## config.mk

```make
export PLATFORM = sky130hd
export DESIGN_NAME = sfd_byte_strobe
export DESIGN_NICKNAME = d
export VERILOG_FILES = /design/src/rtl/sfd_pkg.sv /design/src/rtl/sfd_detect.sv /design/src/rtl/byte_strobe_gen.sv /design/src/rtl/reject_combine.sv /design/src/rtl/sfd_byte_strobe.sv
export SDC_FILE = /design/constraint.sdc
export NUM_CORES = 1
export LEC_CHECK = 0
export BUFFER_PORTS_ARGS = -buffer_cell sky130_fd_sc_hd__buf_4
export CAP_MARGIN = 25
export CORE_UTILIZATION = 60
export DETAILED_ROUTE_END_ITERATION = 10
export PLACE_DENSITY_LB_ADDON = 0.15
export SKIP_LAST_GASP = 1
export SYNTH_ARGS = -nofsm -noshare
export SYNTH_HDL_FRONTEND = slang
export SYNTH_SLANG_ARGS = --single-unit
```

## constraint.sdc

```tcl
create_clock -name clk_i -period 4.09 [get_ports clk_i]
set_clock_uncertainty 0.15 [all_clocks]
set_input_delay 0.818 -clock clk_i [delete_from_list [all_inputs] [get_ports clk_i]]
set_output_delay 0.818 -clock clk_i [all_outputs]
set_load 0.01 [all_outputs]
```

## src/rtl/sfd_pkg.sv

```systemverilog
`timescale 1ns/1ps
package sfd_pkg;
  typedef enum logic {ST_HUNT = 1'b0, ST_FRAME = 1'b1} rx_state_e;
  localparam int unsigned SFD_W = 8;
  // oldest bit in the MSB
  localparam logic [SFD_W-1:0] SFD_PATTERN = 8'b1010_1011;
endpackage

```

## src/rtl/sfd_detect.sv

```systemverilog
`timescale 1ns/1ps
module sfd_detect
  import sfd_pkg::*;
#(
  parameter int unsigned MIN_PRE_BITS = 4
) (
  input  logic clk_i,
  input  logic rst_ni,
  input  logic clear_i,
  input  logic valid_i,
  input  logic bit_i,
  output logic hit_o
);
  // alternating bits needed: preamble plus the 7 alternating delimiter bits
  localparam int unsigned RUN_MAX = (SFD_W - 1) + MIN_PRE_BITS;
  localparam int unsigned RUN_W   = $clog2(RUN_MAX + 1);

  logic [SFD_W-2:0] hist_q;
  logic [RUN_W-1:0] run_q;
  logic [RUN_W-1:0] run_d;

  always_comb begin
    if (run_q == '0)               run_d = RUN_W'(1);
    else if (bit_i != hist_q[0])   run_d = (run_q == RUN_W'(RUN_MAX)) ? run_q : run_q + RUN_W'(1);
    else                           run_d = RUN_W'(1);
  end

  always_ff @(posedge clk_i or negedge rst_ni) begin
    if (!rst_ni) begin
      hist_q <= '0;
      run_q  <= '0;
    end else if (clear_i) begin
      hist_q <= '0;
      run_q  <= '0;
    end else if (valid_i) begin
      hist_q <= {hist_q[SFD_W-3:0], bit_i};
      run_q  <= run_d;
    end
  end

  assign hit_o = valid_i && !clear_i
              && ({hist_q, bit_i} == SFD_PATTERN)
              && (run_q >= RUN_W'(RUN_MAX));
endmodule

```

## src/rtl/byte_strobe_gen.sv

```systemverilog
`timescale 1ns/1ps
module byte_strobe_gen #(
  parameter int unsigned DA_BYTES = 6
) (
  input  logic clk_i,
  input  logic rst_ni,
  input  logic clear_i,
  input  logic adv_i,
  input  logic bit_i,
  output logic strobe_o,
  output logic ser_o,
  output logic da_done_o
);
  localparam int unsigned BYTE_W = $clog2(DA_BYTES + 1);

  logic [2:0]        bit_cnt_q;
  logic [BYTE_W-1:0] byte_cnt_q;
  logic              strobe_q;
  logic              ser_q;

  always_ff @(posedge clk_i or negedge rst_ni) begin
    if (!rst_ni) begin
      bit_cnt_q  <= '0;
      byte_cnt_q <= '0;
      strobe_q   <= 1'b0;
      ser_q      <= 1'b0;
    end else if (clear_i) begin
      bit_cnt_q  <= '0;
      byte_cnt_q <= '0;
      strobe_q   <= 1'b0;
      ser_q      <= 1'b0;
    end else if (adv_i) begin
      ser_q     <= bit_i;
      strobe_q  <= ~bit_cnt_q[2];   // high for counts 0..3
      bit_cnt_q <= bit_cnt_q + 3'd1;
      if (bit_cnt_q == 3'd7 && byte_cnt_q != BYTE_W'(DA_BYTES))
        byte_cnt_q <= byte_cnt_q + BYTE_W'(1);
    end
  end

  assign strobe_o  = strobe_q;
  assign ser_o     = ser_q;
  assign da_done_o = adv_i && !clear_i && (bit_cnt_q == 3'd7)
                  && (byte_cnt_q == BYTE_W'(DA_BYTES - 1));


  strobe_moves_on_bit_chk: assert property (@(posedge clk_i) disable iff (!rst_ni)
    !$stable(strobe_q) |-> $past(adv_i || clear_i));
endmodule

```

## src/rtl/reject_combine.sv

```systemverilog
`timescale 1ns/1ps
module reject_combine (
  input  logic clk_i,
  input  logic rst_ni,
  input  logic decide_i,
  input  logic int_reject_i,
  input  logic ext_reject_ni,
  output logic reject_o,
  output logic accept_o
);
  logic reject_q, accept_q;
  logic any_reject;

  assign any_reject = int_reject_i | ~ext_reject_ni;

  always_ff @(posedge clk_i or negedge rst_ni) begin
    if (!rst_ni) begin
      reject_q <= 1'b0;
      accept_q <= 1'b0;
    end else begin
      reject_q <= decide_i &  any_reject;
      accept_q <= decide_i & ~any_reject;
    end
  end

  assign reject_o = reject_q;
  assign accept_o = accept_q;


  reject_source_chk: assert property (@(posedge clk_i) disable iff (!rst_ni)
    reject_q |-> $past(int_reject_i || !ext_reject_ni));

  accept_source_chk: assert property (@(posedge clk_i) disable iff (!rst_ni)
    accept_q |-> $past(!int_reject_i && ext_reject_ni));
endmodule

```

## src/rtl/sfd_byte_strobe.sv

```systemverilog
`timescale 1ns/1ps
module sfd_byte_strobe
  import sfd_pkg::*;
#(
  parameter int unsigned MIN_PRE_BITS = 4,
  parameter int unsigned DA_BYTES     = 6
) (
  input  logic clk_i,
  input  logic rst_ni,
  input  logic rx_en_i,
  input  logic rx_data_i,
  input  logic int_reject_i,
  input  logic ext_reject_ni,
  output logic frame_active_o,
  output logic strobe_o,
  output logic ser_data_o,
  output logic frame_reject_o,
  output logic frame_accept_o
);
  rx_state_e state_q, state_d;
  logic sfd_hit, in_frame, gen_clear, gen_adv, da_done;

  assign in_frame  = (state_q == ST_FRAME);
  assign gen_adv   = in_frame && rx_en_i;
  assign gen_clear = !in_frame || !rx_en_i;

  sfd_detect #(.MIN_PRE_BITS(MIN_PRE_BITS)) u_detect (
    .clk_i   (clk_i),
    .rst_ni  (rst_ni),
    .clear_i (!rx_en_i),
    .valid_i (rx_en_i && !in_frame),
    .bit_i   (rx_data_i),
    .hit_o   (sfd_hit)
  );

  byte_strobe_gen #(.DA_BYTES(DA_BYTES)) u_strobe (
    .clk_i     (clk_i),
    .rst_ni    (rst_ni),
    .clear_i   (gen_clear),
    .adv_i     (gen_adv),
    .bit_i     (rx_data_i),
    .strobe_o  (strobe_o),
    .ser_o     (ser_data_o),
    .da_done_o (da_done)
  );

  reject_combine u_reject (
    .clk_i         (clk_i),
    .rst_ni        (rst_ni),
    .decide_i      (da_done),
    .int_reject_i  (int_reject_i),
    .ext_reject_ni (ext_reject_ni),
    .reject_o      (frame_reject_o),
    .accept_o      (frame_accept_o)
  );

  always_comb begin
    state_d = state_q;
    unique case (state_q)
      ST_HUNT:  if (sfd_hit)  state_d = ST_FRAME;
      ST_FRAME: if (!rx_en_i) state_d = ST_HUNT;
      default:                state_d = ST_HUNT;
    endcase
  end

  always_ff @(posedge clk_i or negedge rst_ni) begin
    if (!rst_ni) state_q <= ST_HUNT;
    else         state_q <= state_d;
  end

  assign frame_active_o = in_frame;


  idle_outputs_low_chk: assert property (@(posedge clk_i) disable iff (!rst_ni)
    !frame_active_o |-> (!strobe_o && !ser_data_o));

  entry_on_closing_one_chk: assert property (@(posedge clk_i) disable iff (!rst_ni)
    $rose(frame_active_o) |-> $past(rx_en_i && rx_data_i));

  abort_exit_chk: assert property (@(posedge clk_i) disable iff (!rst_ni)
    (frame_active_o && !rx_en_i) |=> !frame_active_o);

  verdict_exclusive_chk: assert property (@(posedge clk_i) disable iff (!rst_ni)
    !(frame_reject_o && frame_accept_o));

  verdict_one_cycle_chk: assert property (@(posedge clk_i) disable iff (!rst_ni)
    (frame_reject_o || frame_accept_o) |=> !(frame_reject_o || frame_accept_o));
endmodule

```

# Yosys cells after proc, flatten, opt, wreduce, memory -nomap -nowiden
# Cells that the tools add are included.
# classes
n_reduce_logical	18
addsub	3
muxes	19
eq_ne	8
magnitude_cmp	1
n_bitwise	7
# ops
op	count
$mux W4	5
$mux W3	5
$mux W7	2
$logic_and A1 B1 Y1	9
$eq A8 B8 Y1 const B	1
$add A3 B1 Y3 const B	2
$eq A3 B3 Y1 const B	2
$mux W1	6
$add A4 B1 Y4 const B	1
$eq A4 B4 Y1 const B	1
$ge A4 B4 Y1 const B	1
$logic_not A4 Y1	1
$ne A4 B3 Y1 const B	1
$not A1 Y1	4
$reduce_and A2 Y1	2
$reduce_bool A2 Y1	2
$logic_not A1 Y1	3
$ne A3 B3 Y1 const B	1
$and A1 B1 Y1	2
$ne A2 B1 Y1 const B	1
$pmux W1 S2	1
$logic_or A1 B1 Y1	1
$ne A1 B1 Y1	1
$or A1 B1 Y1	1
# totals
ff_bits	22
word_cells	65
in_bits	6
out_inout_bits	5

# Logic depth before layout (Yosys ltp)
# depth
ltp_word	7
mapped_depth	5
mapped_depth_nobuf	5

# Cells and area by module
# A second synthesis with hierarchy kept.
# unflattened
hier_cells	110
hier_area_um2	1171.1
# modules_own_cells
module	seq_area_each_um2	cells_per_inst	instances	area_per_inst_um2
sfd_detect	275.3	57	1	580.6
byte_strobe_gen	200.2	42	1	459.2
reject_combine	50.0	5	1	67.6
sfd_byte_strobe	25.0	6	1	63.8

# Worst setup path before layout
# OpenSTA, ideal clock, no wires.
# synth_path
path_type	input port to flip-flop
from	input port rx_data_i
to	register u_detect.run_q[3]
path_stages	4
arrival_time_ns	1.801
n_path_buf	0
required_ns	3.856
slack_ns	2.055
setup_ns	0.084
cell_sequence	ha_1 nand2b_4 or4_1 a31oi_1
# synth_via
elab_chain_len	5
word_cells_on_any_way	7
cone_classes	eq/ne: 2; mux: 4; reduce/logical: 1
# synth_rtl
element	line	source
start: declaration	sfd_byte_strobe.sv:11	input logic rx_data_i,
$ne A1 B1 Y1 *	sfd_detect.sv:24	else if (bit_i != hist_q[0]) run_d = (run_q == RUN_W'(RUN_MAX)) ? run_q : run_q + RUN_W'(1);
$mux W4	sfd_detect.sv:24	
$mux W4	sfd_detect.sv:23	if (run_q == '0) run_d = RUN_W'(1);
$mux W4	sfd_detect.sv:35	end else if (valid_i) begin
$mux W4	sfd_detect.sv:32	end else if (clear_i) begin
end signal: assignment	sfd_detect.sv:37	run_q <= run_d;
end: declaration	sfd_detect.sv:19	logic [RUN_W-1:0] run_q;
# Every way passes the cells marked *; elsewhere a longest branch is shown, timed or not. The select of a mux whose other input is x is not followed.
# A chain may end at the register's enable or synchronous reset.

# Final worst setup path
# layout_path
from	register state_q, in the netlist frame_active_o
to	output port frame_active_o
# layout_lines
element	line	source
start: declaration	sfd_byte_strobe.sv:20	rx_state_e state_q, state_d;
start signal: assignment	sfd_byte_strobe.sv:68	else state_q <= state_d;
end: declaration	sfd_byte_strobe.sv:14	output logic frame_active_o,
# No word-level cell between the ends.

==> results by group <==
Die
  – I/O Pins: 11
  – Die ar.: 1960 um^2
  – Initial core utilization: 67.9%
  – Die H: 44.2 um
  – Total core area: 1580 um^2
  – Die X: 44.2 um
  – Row cnt: 14

Pwr
  – Total power: 421 uW
  – Power share of the sequential group: 53.6%
  – Leak pwr: 0.000572 uW
  – Sw frac: 20.7%
  – Sw power: 86.9 uW
  – Clk network pwr share: 38.8%
  – Pint: 334 uW
  – Combinational power share: 7.6%
  – Maximum vdd drop: 223 uV
  – Pwr Density: 348 nW/um^2

Clock tree
  – Deepest clock path buffer count: 2
  – Post_cts resized: 0
  – # Post-CTS Setup Buffers: 0
  – Cts hold-fix bufs: 0
  – Skew-Pair Late Insertion Delay: 300 ps
  – CTS tree: built
  – Clock H-tree levels: 1
  – Total CTS buffers: 3
  – Clock transition at path regs: 120 ps
  – Sink Count: 22
  – Root Driver: clkbuf_4

Route
  – Via Count: 790
  – DR WL/cell: 14.0 um
  – Routed wire length: 1.78 mm
  – 1st-iter DRT viols: 27
  – # DRC: 1
  – Total iterations of the first detailed-routing run: 7
  – Vias per cell: 6.22
  – Post-route antenna net violation count: 0

Global route
  – Global-route wire length before repair: 3.12 mm
  – Vias in the first global route: 728
  – Largest net degree at the start of global routing: 23
  – Initial antenna violation count: 0
  – Overall Global Routing Usage: 22.5%
  – Remaining global-route overflow: 0

Setup path
  – Register-to-Register Setup Slack: 2290 ps
  – CP arrival: 1320 ps
  – Crit path max-delay cell type: dfrtp_1
  – Worst path max stage delay: 780 ps
  – Worst-path maximum fanout: 18
  – Reg2reg path depth: 4
  – CP Launch Type: register
  – RR Startpoint: u_detect.hist_q[0]$_DFFE_PN0P_
  – Critical path type: register to primary output
  – Crit path required time: 3120 ps
  – Worst path cell trace: buf_4
  – CP top delay family: flip-flops
  – Reg2reg end: u_detect.run_q[2]$_DFFE_PN0P_
  – CP bufs+invs: 1
  – Critical path capture point type: primary output

Synthesis
  – Syn avg cell area: 10.8 um^2
  – Yosys reg bits: 22
  – Post-Syn Instances: 99
  – Async SR Flop Fraction: 100%
  – Count of different cell masters after synthesis: 31
  – Post-synth EDFFs: 0
  – Most common flop cell mapped by yosys: dfrtp_1
  – Post-synthesis sequential area ratio: 51.5%
  – Post-synthesis cell area: 1070 um^2
  – Syn Nets: 113
  – Synthesis warning total: 0

STA
  – Final period util: 55.9%
  – Final setup viols: 0
  – Max-Slew Margin vs Limit: 57.1%
  – Hold Violations, Final: 0
  – Final worst slack: 1810 ps
  – Tmin final: 2280 ps
  – Timing-limited maximum frequency: 438 MHz
  – Total negative setup slack: 0 ps
  – Worst-Margin Slew: 643 ps
  – Final Max Tran Viols: 0
  – RSZ-0062 raised after global routing: false

Layout
  – ANT cells: 0
  – Share of layout cells above drive strength 1: 13.5%
  – Post-layout nets: 126
  – Synthesis-to-layout area growth: 12.9%

Flow run
  – Max-Cap Viols: 0

Placement
  – Hpwl dp: 1.27 mm
  – I/O Buffers: 10
  – Routability-driven placement congestion ratio: 0.757
  – Setup Slack @ Placement: 1820 ps

Status
  – Status: finished, violations left
  – Violated checks: design-rule violations

Min path
  – HP Class: primary input to asynchronous set/reset pin
[metrics by stage]
stage | hold slack, ps | area, um^2 | util [%] | instances
final | 219 | 1210 | 76.6 | 127
after global routing | 230 | 1210 | 76.6 | 127
after CTS | 226 | 1210 | 76.6 | 127
after detailed placement | 280 | 1150 | 73.3 | 123
after global placement | 263 | 1150 | 73.3 | 123
after floorplan | 260 | 1070 | - | 99
[final cells by class]
class,count,area [um^2]
Sequential cell,22,551
Timing Repair Buffer,10,75.1
Clock buffer,3,22.5
Tap cell,16,20.0
Inverter,8,30.0
Fill cell,112,369
Clock inverter,1,30.0
Multi-Input combinational cell,67,479
[synthesized netlist by cell type (2+ instances only)]
library cell	number	area share, %
mux2i_1	7	6.5
nor3b_1	2	1.4
or4_1	2	1.4
nor2_1	14	4.9
and3_1	3	1.8
buf_2	2	0.94
nand2_1	5	1.8
inv_1	7	2.5
dfrtp_1	22	51
o21ai_0	3	1.4
o2111ai_1	2	1.6
a21oi_1	4	1.9
ha_1	8	9.4
[flip-flops by register name (all words and copies together) (netlist names)]
register / count
u_strobe.byte_cnt_q: 3
u_strobe.ser_o: 1
u_reject.reject_o: 1
u_strobe.strobe_o: 1
u_detect.run_q: 4
u_detect.hist_q: 7
u_reject.accept_o: 1
u_strobe.bit_cnt_q: 3
frame_active_o: 1
[worst register-to-register path, cell delays in order (launching register included)]
cell and delay, ps:
dfrtp_1 410, ha_1 400, nand3b_1 170, or4_1 440, a21oi_1 150
[layer usage]
| layer | track usage, % | routed length (um) |
|---|---|---|
| met5 | 0 | 0 |
| met4 | 13.3 | 48 |
| met3 | 3.67 | 69 |
| met2 | 35.3 | 841 |
| met1 | 29.3 | 823 |
[power groups by stage]
stage               logic [uW]  registers, uW  clock network (uW)
detailed placement        32.3            230                   0
finish                    32.1            225                 163
floorplan                 19.6            229                   0
global route              36.7            226                 174
CTS                       32.3            225                 166
global placement          31.4            230                   0
[cell families after synthesis]
| group | count (synthesis) | share of synthesized area [%] |
|---|---|---|
| muxes | 7 | 6.55 |
| xor gates and xnor gates | 1 | 0.819 |
| buffers and inverters | 10 | 3.74 |
| adders and majority gates | 8 | 9.36 |
| DFF | 22 | 51.5 |
| AOI/OAI and AO/OA | 15 | 9.36 |
| and+or+nand+nor | 36 | 18.7 |
[worst max path at each step]
stage                                        start                             to  slack (ps)  cells past startpoint
final                     frame_active_o$_DFF_PN0_                 frame_active_o        1810                      1
after global routing      frame_active_o$_DFF_PN0_                 frame_active_o        1710                      1
after CTS                 frame_active_o$_DFF_PN0_                 frame_active_o        1800                      1
after detailed placement                 rx_data_i  u_detect.run_q[2]$_DFFE_PN0P_        1820                      5
after global placement                   rx_data_i  u_detect.run_q[2]$_DFFE_PN0P_        1880                      5
after floorplan                          rx_data_i  u_detect.run_q[3]$_DFFE_PN0P_        2060                      4
[layout by cell type (no fill, tap or decap), drive strengths merged, types with 2 or more instances in the layout]
cell type  count
a21oi          4
and3           3
buf           10
clkbuf         3
dfrtp         22
ha             8
inv            7
mux2i          7
nand2          5
nor2          14
nor3b          2
o2111ai        2
o21ai          3
or4            2
(Power assumes the default switching activity.)
